==> config.mk <==
export PLATFORM = sky130hd
export DESIGN_NAME = fill_seq_top
export DESIGN_NICKNAME = d
export VERILOG_FILES = /design/src/rtl/fill_seq_pkg.sv /design/src/rtl/fill_seq_ctrl.sv /design/src/rtl/fill_seq_dp.sv /design/src/rtl/fill_seq_top.sv
export SDC_FILE = /design/constraint.sdc
export NUM_CORES = 1
export LEC_CHECK = 0
export CAP_MARGIN = 5
export CORE_UTILIZATION = 35
export CTS_CLUSTER_SIZE = 12
export DETAILED_ROUTE_END_ITERATION = 10
export GPL_ROUTABILITY_DRIVEN = 1
export HOLD_SLACK_MARGIN = 0.1
export PLACE_DENSITY = 0.66
export SYNTH_ARGS = -nofsm -noshare
export SYNTH_HDL_FRONTEND = slang
export SYNTH_SLANG_ARGS = --single-unit
export TNS_END_PERCENT = 50
==> constraint.sdc <==
create_clock -name clk -period 2.1 [get_ports clk]
set_input_delay 0.315 -clock clk [delete_from_list [all_inputs] [get_ports clk]]
set_output_delay 0.315 -clock clk [all_outputs]
set_load 0.03 [all_outputs]
==> src/rtl/fill_seq_pkg.sv <==
package fill_seq_pkg;

  // Command opcodes understood by the serial memory controller
  localparam logic [7:0] OP_WREN   = 8'h06;
  localparam logic [7:0] OP_WRSR   = 8'h01;
  localparam logic [7:0] OP_WRITE  = 8'h02;
  localparam logic [7:0] OP_READ   = 8'h03;
  // Status value written before the first pass: protect bits cleared
  localparam logic [7:0] STATUS_CLEAR = 8'h00;

  typedef enum logic [2:0] {
    STEP_WEN_SR,   // write-enable ahead of the status write
    STEP_STATUS,   // status-register write
    STEP_WEN,      // write-enable ahead of a fill burst
    STEP_FILL,     // full-array burst write
    STEP_CHECK     // full-array burst read
  } step_e;

  typedef struct packed {
    logic  clearAll;
    logic  passInc;
    logic  gapLoad;
    logic  gapDec;
    logic  verifyOn;
    step_e step;
  } ctl_strobe_t;

endpackage

==> src/rtl/fill_seq_ctrl.sv <==
module fill_seq_ctrl
  import fill_seq_pkg::*;
#(
  parameter bit VERIFY_EN = 1'b1
) (
  input  logic        clk,
  input  logic        rstN,
  input  logic        start,
  input  logic        cmdReady,
  input  logic        xferDone,
  input  logic        gapZero,
  input  logic        lastPass,
  input  logic        anyFail,
  output ctl_strobe_t strb,
  output logic        cmdValid,
  output logic        busy,
  output logic        done,
  output logic        errFlag
);

  typedef enum logic [1:0] {S_IDLE, S_ISSUE, S_WAIT, S_GAP} state_e;

  state_e stateQ;
  step_e  stepQ;
  logic   doneQ;
  logic   errQ;

  always_ff @(posedge clk) begin
    if (!rstN) begin
      stateQ <= S_IDLE;
      stepQ  <= STEP_WEN_SR;
      doneQ  <= 1'b0;
      errQ   <= 1'b0;
    end else begin
      doneQ <= 1'b0;
      unique case (stateQ)
        S_IDLE: if (start) begin
          stateQ <= S_ISSUE;
          stepQ  <= STEP_WEN_SR;
          errQ   <= 1'b0;
        end
        S_ISSUE: if (cmdReady) stateQ <= S_WAIT;
        S_WAIT:  if (xferDone) stateQ <= S_GAP;
        S_GAP: if (gapZero) begin
          stateQ <= S_ISSUE;
          unique case (stepQ)
            STEP_WEN_SR: stepQ <= STEP_STATUS;
            STEP_STATUS: stepQ <= STEP_WEN;
            STEP_WEN:    stepQ <= STEP_FILL;
            STEP_FILL: begin
              if (!lastPass) begin
                stepQ <= STEP_WEN;
              end else if (VERIFY_EN) begin
                stepQ <= STEP_CHECK;
              end else begin
                stateQ <= S_IDLE;
                doneQ  <= 1'b1;
                errQ   <= anyFail;
              end
            end
            default: begin
              stateQ <= S_IDLE;
              doneQ  <= 1'b1;
              errQ   <= anyFail;
            end
          endcase
        end
        default: stateQ <= S_IDLE;
      endcase
    end
  end

  always_comb begin
    strb.clearAll = (stateQ == S_IDLE) && start;
    strb.gapLoad  = (stateQ == S_WAIT) && xferDone;
    strb.gapDec   = (stateQ == S_GAP) && !gapZero;
    strb.passInc  = (stateQ == S_GAP) && gapZero && (stepQ == STEP_FILL) && !lastPass;
    strb.verifyOn = (stateQ == S_WAIT) && (stepQ == STEP_CHECK);
    strb.step     = stepQ;
  end

  assign cmdValid = (stateQ == S_ISSUE);
  assign busy     = (stateQ != S_IDLE);
  assign done     = doneQ;
  assign errFlag  = errQ;

  // no command offered right after a transaction ends
  p_gap_r4: assert property (@(posedge clk) disable iff (!rstN)
    xferDone |=> !cmdValid);
  // done lasts one cycle and comes with busy low
  p_done_pulse_r8: assert property (@(posedge clk) disable iff (!rstN)
    done |=> !done);
  p_done_idle_r8: assert property (@(posedge clk) disable iff (!rstN)
    done |-> !busy);
  // a start during a run does not stop or restart it
  p_start_ignored_r9: assert property (@(posedge clk) disable iff (!rstN)
    (busy && start) |=> (busy || done));
  // error is only cleared by a start
  p_error_hold_r10: assert property (@(posedge clk) disable iff (!rstN)
    (errFlag && !start) |=> errFlag);

endmodule

==> src/rtl/fill_seq_dp.sv <==
module fill_seq_dp
  import fill_seq_pkg::*;
#(
  parameter int              ADDR_W     = 19,
  parameter int              CNT_W      = 20,
  parameter int              PASS_COUNT = 3,
  parameter logic [3:0][7:0] PATTERNS   = {8'h00, 8'hAA, 8'hFF, 8'h00},
  parameter int              GAP_CYCLES = 2,
  parameter bit              VERIFY_EN  = 1'b1
) (
  input  logic              clk,
  input  logic              rstN,
  input  ctl_strobe_t       strb,
  input  logic              rdValid,
  input  logic [7:0]        rdData,
  output logic              gapZero,
  output logic              lastPass,
  output logic              anyFail,
  output logic [ADDR_W-1:0] failAddr,
  output logic [CNT_W-1:0]  failCount,
  output logic [7:0]        cmdOp,
  output logic [ADDR_W-1:0] cmdAddr,
  output logic [ADDR_W:0]   cmdLen,
  output logic [7:0]        wrData
);

  localparam int              GW        = $clog2(GAP_CYCLES + 1);
  localparam logic [ADDR_W:0] FULL_LEN  = {1'b1, {ADDR_W{1'b0}}};
  localparam logic [1:0]      LAST_IDX  = 2'(PASS_COUNT - 1);
  localparam logic [7:0]      FINAL_PAT = PATTERNS[PASS_COUNT-1];

  logic [1:0]    passIdx;
  logic [GW-1:0] gapCnt;

  always_ff @(posedge clk) begin
    if (!rstN || strb.clearAll) passIdx <= '0;
    else if (strb.passInc)      passIdx <= passIdx + 2'd1;
  end

  always_ff @(posedge clk) begin
    if (!rstN)             gapCnt <= '0;
    else if (strb.gapLoad) gapCnt <= GW'(GAP_CYCLES);
    else if (strb.gapDec)  gapCnt <= gapCnt - GW'(1);
  end

  assign gapZero  = (gapCnt == '0);
  assign lastPass = (passIdx == LAST_IDX);

  // Command fields follow the current step
  always_comb begin
    cmdAddr = '0;
    cmdOp   = OP_WREN;
    cmdLen  = '0;
    wrData  = 8'h00;
    unique case (strb.step)
      STEP_STATUS: begin
        cmdOp  = OP_WRSR;
        cmdLen = (ADDR_W+1)'(1);
        wrData = STATUS_CLEAR;
      end
      STEP_FILL: begin
        cmdOp  = OP_WRITE;
        cmdLen = FULL_LEN;
        wrData = PATTERNS[passIdx];
      end
      STEP_CHECK: begin
        cmdOp  = OP_READ;
        cmdLen = FULL_LEN;
      end
      default: ;
    endcase
  end

  generate
    if (VERIFY_EN) begin : gen_check
      logic [ADDR_W-1:0] vAddr;
      logic              failSeen;
      logic [ADDR_W-1:0] firstAddr;
      logic [CNT_W-1:0]  missCnt;
      logic              miss;

      assign miss = strb.verifyOn && rdValid && (rdData != FINAL_PAT);

      always_ff @(posedge clk) begin
        if (!rstN || strb.clearAll) begin
          vAddr     <= '0;
          failSeen  <= 1'b0;
          firstAddr <= '0;
          missCnt   <= '0;
        end else begin
          if (strb.verifyOn && rdValid) vAddr <= vAddr + ADDR_W'(1);
          if (miss) begin
            failSeen <= 1'b1;
            if (!failSeen) firstAddr <= vAddr;
            if (missCnt != '1) missCnt <= missCnt + CNT_W'(1);
          end
        end
      end

      assign anyFail   = failSeen;
      assign failAddr  = firstAddr;
      assign failCount = missCnt;

      // counter stays pinned at its maximum
      p_sat_r7: assert property (@(posedge clk) disable iff (!rstN)
        (missCnt == '1 && !strb.clearAll) |=> (missCnt == '1));
      // first failing address is not overwritten by later mismatches
      p_first_r7: assert property (@(posedge clk) disable iff (!rstN)
        (failSeen && !strb.clearAll) |=> $stable(firstAddr));
    end else begin : gen_nocheck
      logic unusedRd;
      assign unusedRd  = ^{rdValid, rdData};
      assign anyFail   = 1'b0;
      assign failAddr  = '0;
      assign failCount = '0;
    end
  endgenerate

endmodule

==> src/rtl/fill_seq_top.sv <==
module fill_seq_top
  import fill_seq_pkg::*;
#(
  parameter int              ADDR_W     = 19,
  parameter int              CNT_W      = ADDR_W + 1,
  parameter int              PASS_COUNT = 3,
  parameter logic [3:0][7:0] PATTERNS   = {8'h00, 8'hAA, 8'hFF, 8'h00},
  parameter int              GAP_CYCLES = 2,
  parameter bit              VERIFY_EN  = 1'b1
) (
  input  logic              clk,
  input  logic              rstN,
  input  logic              start,
  output logic              busy,
  output logic              done,
  output logic              error,
  output logic [ADDR_W-1:0] failAddr,
  output logic [CNT_W-1:0]  failCount,
  output logic              cmdValid,
  input  logic              cmdReady,
  output logic [7:0]        cmdOp,
  output logic [ADDR_W-1:0] cmdAddr,
  output logic [ADDR_W:0]   cmdLen,
  output logic [7:0]        wrData,
  input  logic              rdValid,
  input  logic [7:0]        rdData,
  input  logic              xferDone
);

  ctl_strobe_t strb;
  logic        gapZero;
  logic        lastPass;
  logic        anyFail;

  fill_seq_ctrl #(.VERIFY_EN(VERIFY_EN)) u_ctrl (
    .clk      (clk),
    .rstN     (rstN),
    .start    (start),
    .cmdReady (cmdReady),
    .xferDone (xferDone),
    .gapZero  (gapZero),
    .lastPass (lastPass),
    .anyFail  (anyFail),
    .strb     (strb),
    .cmdValid (cmdValid),
    .busy     (busy),
    .done     (done),
    .errFlag  (error)
  );

  fill_seq_dp #(
    .ADDR_W     (ADDR_W),
    .CNT_W      (CNT_W),
    .PASS_COUNT (PASS_COUNT),
    .PATTERNS   (PATTERNS),
    .GAP_CYCLES (GAP_CYCLES),
    .VERIFY_EN  (VERIFY_EN)
  ) u_dp (
    .clk       (clk),
    .rstN      (rstN),
    .strb      (strb),
    .rdValid   (rdValid),
    .rdData    (rdData),
    .gapZero   (gapZero),
    .lastPass  (lastPass),
    .anyFail   (anyFail),
    .failAddr  (failAddr),
    .failCount (failCount),
    .cmdOp     (cmdOp),
    .cmdAddr   (cmdAddr),
    .cmdLen    (cmdLen),
    .wrData    (wrData)
  );

  // an offered command is held until it is taken
  p_hold_r5: assert property (@(posedge clk) disable iff (!rstN)
    (cmdValid && !cmdReady) |=> (cmdValid && $stable(cmdOp) && $stable(cmdLen)));
  // burst commands always start at the array base
  p_base_r2: assert property (@(posedge clk) disable iff (!rstN)
    cmdValid |-> (cmdAddr == '0));

endmodule

# Word level (Yosys, flattened, before mapping)

Index checks and enable logic that the tools add are counted.

$add $sub $neg: 4
Order comparisons: 1
Eq/ne operators: 16
Mux-type cells: 23
Bitwise logic cells: 2
Reduce and logical (&&, ||, !) cells: 28

Operators with widths:

| cell                    | count |
|---|---|
| $pmux W20 S2            | 1 |
| $add A20 B1 Y20 const B | 1 |
| $ne A20 B20 Y1 const B  | 1 |
| $add A19 B1 Y19 const B | 1 |
| $bmux W8 S2             | 1 |
| $mux W8                 | 2 |
| $mux W2                 | 6 |
| $pmux W3 S4             | 1 |
| $reduce_and A4 Y1       | 3 |
| $logic_and A1 B1 Y1     | 9 |
| $mux W3                 | 3 |
| $pmux W3 S3             | 1 |
| $ne A8 B8 Y1 const B    | 1 |
| $pmux W2 S4             | 1 |
| $eq A2 B2 Y1 const B    | 3 |
| $eq A3 B2 Y1 const B    | 2 |
| $ne A2 B2 Y1 const B    | 3 |
| $pmux W3 S2             | 1 |
| $reduce_bool A2 Y1      | 3 |
| $mux W1                 | 5 |
| $ne A5 B5 Y1 const B    | 1 |
| $logic_not A2 Y1        | 2 |
| $ne A2 B1 Y1 const B    | 2 |
| $reduce_and A2 Y1       | 2 |
| 14 further kinds        | 18 |

Bits in registers: 70
Bits of input ports: 14
Output and inout port bits: 98
Word-level logic and storage cells: 85

# Depth between registers and ports, before layout

Gate-level depths: netlist (run 1).

Word-level depth: 5
Gate-level depth with buffers: 10
Depth with buffers taken out: 7

# By module

From an unflattened synthesis (run 1), not the netlist that was laid out.

Cells, all modules: 433
Area total of the unflattened synthesis: 3708.6 um^2

Modules (own cells, without submodules):

| module        | instances | cells each | area an instance (um^2) | seq. area each (um^2) |
|---|---|---|---|---|
| fill_seq_dp   | 1         | 384        | 3254.4                  | 1261.2 |
| fill_seq_ctrl | 1         | 49         | 454.2                   | 140.1 |

# Worst setup path before layout (run 1)

No wires, ideal clock.

Path kind: reg2reg
Start point: reg u_dp.gen_check.missCnt[0], in the netlist u_dp.failCount[0]
End point: reg u_dp.gen_check.missCnt[1], in the netlist u_dp.failCount[1]
Setup time: 0.128 ns
Arrival: 1.952 ns
Data required time: 1.972 ns
Slack: 0.020 ns
Cell stages (with the launch flop): 9
Path buffers: 2
Clock period less this slack: 2.080 ns
Cell sequence: dfxtp_1 ha_1 and3_1 nand4_2 o211ai_4 buf_6 buf_6 mux2i_1 nor2_1

Word-level cells in the longest chain between the ends: 2
Elaborated cells on any way between the ends: 3
Classes of those cells: add/sub (1); eq/ne (1); reduce/logical (1)

Ends and longest elaborated chain:

| element                                                 | line              | RTL |
|---|---|---|
| start, declared                                         | fill_seq_dp.sv:79 | `logic [CNT_W-1:0] missCnt;` |
| start signal, assigned                                  | fill_seq_dp.sv:95 | `if (missCnt != '1) missCnt <= missCnt + CNT_W'(1);` |
| branches (longest 2 deep; another with $add A20 B1 Y20) | n/a               |  |

Several ways; the timed one is not identified.
A chain may end at the register's enable or synchronous reset.

# Worst setup path in the final report (run 1)

Start point: reg u_ctrl.stateQ[0]
End point: reg u_dp.gen_check.missCnt[14], in the netlist u_dp.failCount[14]

Word-level cells in the longest chain between the ends: 5
Elaborated cells on any way between the ends: 8
Classes of those cells: eq/ne (1); reduce/logical (7)

Ends and longest elaborated chain:

| element                            | line                | RTL |
|---|---|---|
| start, declared                    | fill_seq_ctrl.sv:23 | `state_e stateQ;` |
| start signal, assigned             | fill_seq_ctrl.sv:30 | `stateQ <= S_IDLE;` |
| start signal, assigned             | fill_seq_ctrl.sv:38 | `stateQ <= S_ISSUE;` |
| start signal, assigned             | fill_seq_ctrl.sv:42 | `S_ISSUE: if (cmdReady) stateQ <= S_WAIT;` |
| $eq A2 B2 Y1                       | fill_seq_ctrl.sv:78 | `strb.verifyOn = (stateQ == S_WAIT) && (stepQ == STEP_CHECK);` |
| $logic_and A1 B1 Y1                | fill_seq_ctrl.sv:78 |  |
| $logic_and A1 B1 Y1 (2 in a row)   | fill_seq_dp.sv:82   | `assign miss = strb.verifyOn && rdValid && (rdData != FINAL_PAT);` |
| $reduce_and A2 Y1 (no source line) | n/a                 |  |

Several ways; a longest one is shown, not always the timed one.

==> reports/qor.csv, run 1 <==
metric,value,unit
Iteration-0 DRC Markers,130,
CTS H-tree depth,3,
"delay-heaviest family, CP",simple AND/OR/NAND/NOR gates,
status,"finished, final reports clean",
Post-Synthesis Cell Area,0.003711,mm²
Initial Utilization,35.95,%
Worst Setup SP,u_ctrl.stateQ[0],
final-stage net count,527,
clock-pin slew on the worst setup and hold paths,80,ps
hold depth,2,
filler cell count in the final layout,1003,
post-synthesis sequential area ratio,37.76,%
HP Class,register to register,
Leakage,0.001734,µW
adder and majority gate portion of the synthesized area,3.034,%
"Data arrival, critical path",2290,ps
design area,0.004627,mm²
die height,105.0,µm
GRT overflow,0,
gpl congestion,0.8356,
largest fanout on the critical path,5,
main combinational cell family by area after synthesis,simple AND/OR/NAND/NOR gates,
IO buf count,69,
type of destination of the critical path,register,
Final Util,44.82,%
HP Start,u_dp.failAddr[5],
CP startpoint kind,register,
Post-DRT Antenna Nets,0,
Vias/cell,4.771,
period utilisation layout,95.87,%
Slew Limit Fails,0,
Synth area leader,dfxtp_1,
Rows,37,
Die Area,0.01102,mm²
vias,3077,
area post-placement,0.004423,mm²
Fmax achieved,496.7,MHz
Cells after Synth,427,
Max rail drop VDD,0.2785,mV
Syn Area/Cell,8.691,µm²
Post-synth ARST share,0,%
initial antenna violation count,0,
hold slack,502.4,ps
"Distinct cells, synth",50,
All-Layer GR Usage,14.65,%
area of the multi-input gates,0.001974,mm²
setup violators final,0,
io pins,112,
antenna fix cells,0,
Chip Width,105.0,µm
Clock Tree Buf Depth,2,
first-pass GRT wire length,13030,µm
clk_lat worst skew,350,ps
crit path time final,2013,ps
clk_skew,12.56,ps
final WL,7882,µm
Post-CTS Setup Inserts,0,
type of the worst setup path,register to register,
share of layout cells above drive strength 1,9.430,%
pin count of the biggest net entering global routing,58,
post-synthesis simple-gate area fraction,24.68,%
Core Box Area,0.01032,mm²
Sequential Area,0.001401,mm²
CTS buffer count,9,
r2r worst-path depth,8,
drt pass-1 iters,4,
Hold EP,u_dp.failAddr[5],
residual DRC count,0,
post-DR wirelength/cell,12.22,µm
Crit path buffers/inverters,2,
post-synthesis mux area share,6.204,%
vias in the first global route,2682,
"Req. time, crit path",2380,ps
sequence of cells on the critical path,inv_1 > ha_1 > and3_1 > and2_4 > buf_4 > nand3_4 > or4_1 > a21oi_1,
RR Startpoint,u_ctrl.stateQ[0],
Final HPWL DP,5782,µm
Area contributors post-synth,"dfxtp_1 38%, buf_4 10%, mux2i_1 6.2%, nor2_1 5.0%, xnor2_1 3.8%",
final hold vios,0,
CP peak stage delay,490,ps
max_cap viols,0,
RSZ-0062 raised after global routing,true,
number of synthesized flops with an enable pin,0,
Power Density,667.2,mW/mm²
clock sinks,70,
area fraction in compound gates after synthesis,9.339,%
slowest CP cell,or4_1,
xor/xnor cell area share of the yosys netlist,4.720,%
RR Endpoint,u_dp.failCount[14],
synth warn,0,
Root Buffer,clkbuf_8,
setup tns final,0,ps
Synth Flop Type,dfxtp_1,
CTS tree,built,
reg2reg setup slack,90,ps
P&R area growth vs syn,24.68,%
Synth top area share,37.76,%
post-synthesis register bit count,70,
## Yosys cell counts (9+ instances only)
library cell / instances
dfxtp_1: 70
nor2_1: 49
xnor2_1: 16
buf_4: 50
mux2i_1: 23
a21oi_1: 19
nor3_1: 14
ha_1: 9
inv_1: 14
nand3_1: 14
nand2_1: 28
## layer usage
| metal | part of all wire (%) | vias to the layer above | global-route usage, % | routed length [µm] |
|---|---|---|---|---|
| li1 | - | 1555 | - | - |
| met1 | 47 | 1428 | 19.70 | 3741 |
| met2 | 46 | 87 | 23.04 | 3655 |
| met3 | 5.1 | 7 | 3.431 | 403 |
| met4 | 1.0 | 0 | 4.829 | 81 |
| met5 | 0 | - | 0 | 0 |
## where the power goes
| part | internal [µW] | switching [µW] | total, µW |
|---|---|---|---|
| Clock | 451 | 566 | 1020 |
| Sequential | 1350 | 26.5 | 1380 |
| Combinational | 227 | 465 | 692 |
| Total | 2030 | 1060 | 3090 |
## per-stage QoR
step / power (µW) / setup slack, ps / std cells
after detailed placement: 2124 / -29.96 / 628
after floorplan: 1984 / 20.24 / 468
final: 3087 / 86.77 / 645
after global routing: 3269 / -22.22 / 645
after CTS: 3136 / 34.13 / 644
after global placement: 2103 / -5.132 / 628
## placed cells by master, fill, tap and decap left out, types with 2 or more instances in the layout
| master | n |
|---|---|
| dfxtp_1 | 70 |
| clkdlybuf4s50_1 | 55 |
| nor2_1 | 49 |
| conb_1 | 42 |
| nand2_1 | 27 |
| mux2i_1 | 23 |
| a21oi_1 | 19 |
| buf_4 | 17 |
| xnor2_1 | 16 |
| inv_1 | 14 |
| nand3_1 | 14 |
| dlygate4sd2_1 | 14 |
| nor3_1 | 13 |
| ha_1 | 9 |
| clkbuf_8 | 9 |
| nor2b_1 | 8 |
| and3_1 | 8 |
| nand4_1 | 8 |
| or3_1 | 8 |
| or4_1 | 8 |
| o21ai_0 | 7 |
| o31ai_1 | 7 |
| and2_1 | 5 |
| and4_1 | 5 |
| nor4_1 | 5 |
| o21ai_1 | 5 |
| xor2_1 | 4 |
| inv_6 | 3 |
| a21boi_0 | 2 |
| and4bb_2 | 2 |
| o211ai_4 | 2 |
| nand2b_1 | 2 |
| o31a_1 | 2 |
| o21a_1 | 2 |
| a211oi_1 | 2 |
| clkinvlp_4 | 2 |
| buf_6 | 2 |
## registers in the layout (all words and copies together), names as in the netlist
signal and flops:
u_ctrl.done 1, u_ctrl.errFlag 1, u_ctrl.stateQ 2, u_ctrl.stepQ 3
u_dp.anyFail 1, u_dp.failAddr 19, u_dp.failCount 20, u_dp.gapCnt 2
u_dp.gen_check.vAddr 19, u_dp.passIdx 2
## logic make-up (layout without fill, tap and decap cells)
kind of cell,Yosys count,in the layout
mux,23,23
simple gates,171,171
buf+inv,79,119
xor+xnor,20,20
other cells,1,42
fa+ha+maj,9,9
compound gates,54,55
flops,70,70
## final cells by class
class                           instances  share of cell area [%]
Timing Repair Buffer                   89                   18.23
Multi-Input combinational cell        320                   42.67
Clock buffer                            9                   2.677
Sequential cell                        70                   30.29
Inverter                               14                   1.136
Tap cell                              136                   3.678
Clock inverter                          7                   1.325
## tightest hold or removal path, delay by kind of cell (launching register included)
family / cells / cell delay (ps)
flip-flops: 1 / 330
multiplexers: 1 / 70
AND/OR/NAND/NOR: 1 / 70
## worst max path at each step
stage	to	slack, ps	cells after the start
2_1_floorplan	u_dp.failCount[1]	20	8
5_1_grt	wrData[7]	-20	4
6_report	u_dp.failCount[14]	90	8
3_5_place_dp	u_dp.failCount[8]	-30	7
4_1_cts	u_dp.failCount[1]	30	7
3_3_place_gp	u_dp.failCount[8]	-5	7
## what timing repair did
action                                  4_1_cts  5_1_grt
hold buffers                                  0        0
endpoints found under the setup margin       14       22
gates resized for setup                      14        5
gates cloned                                  0        1
pin swaps                                     0        1
Power figures use the tool's default switching activity.
==> inputs of run 2 (changes only) <==
Settings changed: SKIP_LAST_GASP from default to 1.
==> run 2 against run 1 <==
Clock skew about the same. Global-route usage is essentially flat. Sequential cell count unchanged. Largest cell class unchanged. Clock power hardly changed. Critical path type unchanged. Worst setup slack got worse by 53 ps. Cell area grew 0.24%.
==> reports/qor.csv, run 2 (synthesis gave the netlist of run 1 again) <==
metric,value,unit
status,"finished, final reports clean",
Setup WS post-layout,33.84,ps
setup violators final,0,
design area,0.004638,mm²
die height,105.0,µm
RSZ-0062 raised after global routing,true,
initial antenna violation count,0,
"delay-heaviest family, CP",simple AND/OR/NAND/NOR gates,
sequence of cells on the critical path,inv_1 > ha_1 > and3_1 > and2_2 > buf_4 > nand3_4 > or4_1 > a21oi_1,
max reg flops,20,
slowest CP cell,or4_1,
antenna fix cells,0,
final WL,7916,µm
Initial Utilization,35.95,%
period utilisation layout,98.39,%
reg2reg setup slack,30,ps
"Req. time, crit path",2380,ps
crit path time final,2066,ps
Fmax achieved,484.0,MHz
GRT overflow,0,
Leakage,0.001802,µW
pre-CTS WS,-29.96,ps
CTS tree,built,
Core Box Area,0.01032,mm²
gpl congestion,0.8356,
largest fanout on the critical path,5,
vias,3089,
clk_lat worst skew,350,ps
Clock Power Share,32.8,%
HP Class,register to register,
clock-pin slew on the worst setup and hold paths,80,ps
All-Layer GR Usage,14.63,%
io pins,112,
Post-DRT Antenna Nets,0,
Clock Tree Buf Depth,2,
Crit path buffers/inverters,2,
"commonest cells after routing, fill and taps aside","70 x dfxtp_1, 55 x clkdlybuf4s50_1, 49 x nor2_1, 42 x conb_1, 27 x nand2_1",
Root Buffer,clkbuf_8,
Rows,37,
Chip Width,105.0,µm
Net Sw Frac,34.15,%
Iteration-0 DRC Markers,143,
combinational power share,22.7,%
max_cap viols,0,
Final HPWL DP,5782,µm
type of the worst setup path,register to register,
share of power burned in registers,44.5,%
Slew Limit Fails,0,
IO buf count,69,
residual DRC count,0,
CTS H-tree depth,3,
RR Startpoint,u_ctrl.stateQ[0],
r2r worst-path depth,8,
Power Density,668.6,mW/mm²
pin count of the biggest net entering global routing,58,
vias in the first global route,2679,
Hold EP,u_dp.failAddr[5],
clk_skew,12.63,ps
Power Internal,2042,µW
filler cell count in the final layout,998,
HP Start,u_dp.failAddr[5],
share of layout cells above drive strength 1,9.430,%
post-DR wirelength/cell,12.27,µm
Vias/cell,4.789,
NetSw,1059,µW
CP peak stage delay,500,ps
type of destination of the critical path,register,
Die Area,0.01102,mm²
drt pass-1 iters,4,
"Data arrival, critical path",2350,ps
CP startpoint kind,register,
P&R area growth vs syn,24.98,%
final-stage net count,527,
first-pass GRT wire length,13010,µm
CTS buffer count,9,
hold depth,2,
clock sinks,70,
"most common cell after layout, fill and taps aside",dfxtp_1,
RR Endpoint,u_dp.failCount[14],
Max rail drop VDD,0.2787,mV
area post-placement,0.004423,mm²
final hold vios,0,
[run 2: metrics by stage]
step	total power, µW	util [%]	std cells	TNS (ps)	hold WS [ps]
after global routing	3281	44.93	645	-282.7	542.4
after global placement	2103	42.84	628	-5.132	479.3
after CTS	3152	44.55	644	-442.5	511.8
after floorplan	1984	-	468	0	451.7
after detailed placement	2124	42.84	628	-139.8	489.2
final	3101	44.93	645	0	502.4
[run 2: power by group through the flow]
stage	combinational (µW)	sequential [µW]	clock, µW
finish	705	1380	1020
global route	775	1380	1120
CTS	717	1380	1060
detailed placement	713	1410	0
global placement	694	1410	0
floorplan	578	1410	0
[run 2: metal layers]
metal | track usage, % | wire, µm | vias up | share of wire, %
met5 | 0 | 0 | - | 0
met4 | 4.829 | 81 | 0 | 1.0
met3 | 3.431 | 462 | 7 | 5.8
met2 | 22.99 | 3662 | 100 | 46
met1 | 19.66 | 3710 | 1432 | 47
li1 | - | - | 1550 | -
[run 2: layout make-up]
class	count	area, µm²	share of cell area (%)
Tap cell	136	170.2	3.669
Inverter	14	52.55	1.133
Multi-Input combinational cell	320	1967	42.41
Clock buffer	9	123.9	2.671
Sequential cell	70	1401	30.21
Clock inverter	7	61.31	1.322
Timing Repair Buffer	89	862.1	18.59
[run 2: worst max-delay path by stage]
stage,from,to,slack [ps],depth (start not counted)
after detailed placement,rdValid,u_dp.failCount[8],-30,7
after floorplan,u_dp.failCount[0],u_dp.failCount[1],20,8
after global placement,rdValid,u_dp.failCount[8],-5,7
final,u_ctrl.stateQ[0],u_dp.failCount[14],30,8
after global routing,u_ctrl.stateQ[0],u_dp.failCount[14],-70,8
after CTS,u_ctrl.stateQ[0],busy,-90,4
[run 2: worst min-delay path: cells and delay by family, from the launching register on]
family / cells / cell delay [ps]
flip-flops: 1 / 330
multiplexers: 1 / 70
AND/OR/NAND/NOR: 1 / 70
[run 2: repair_timing]
item / CTS / global route
setup endpoints to repair: 14 / 29
buffers inserted: 0 / 0
gates cloned: 0 / 1
gates resized for setup: 7 / 8
pin swaps: 0 / 1
hold buffers: 0 / 0
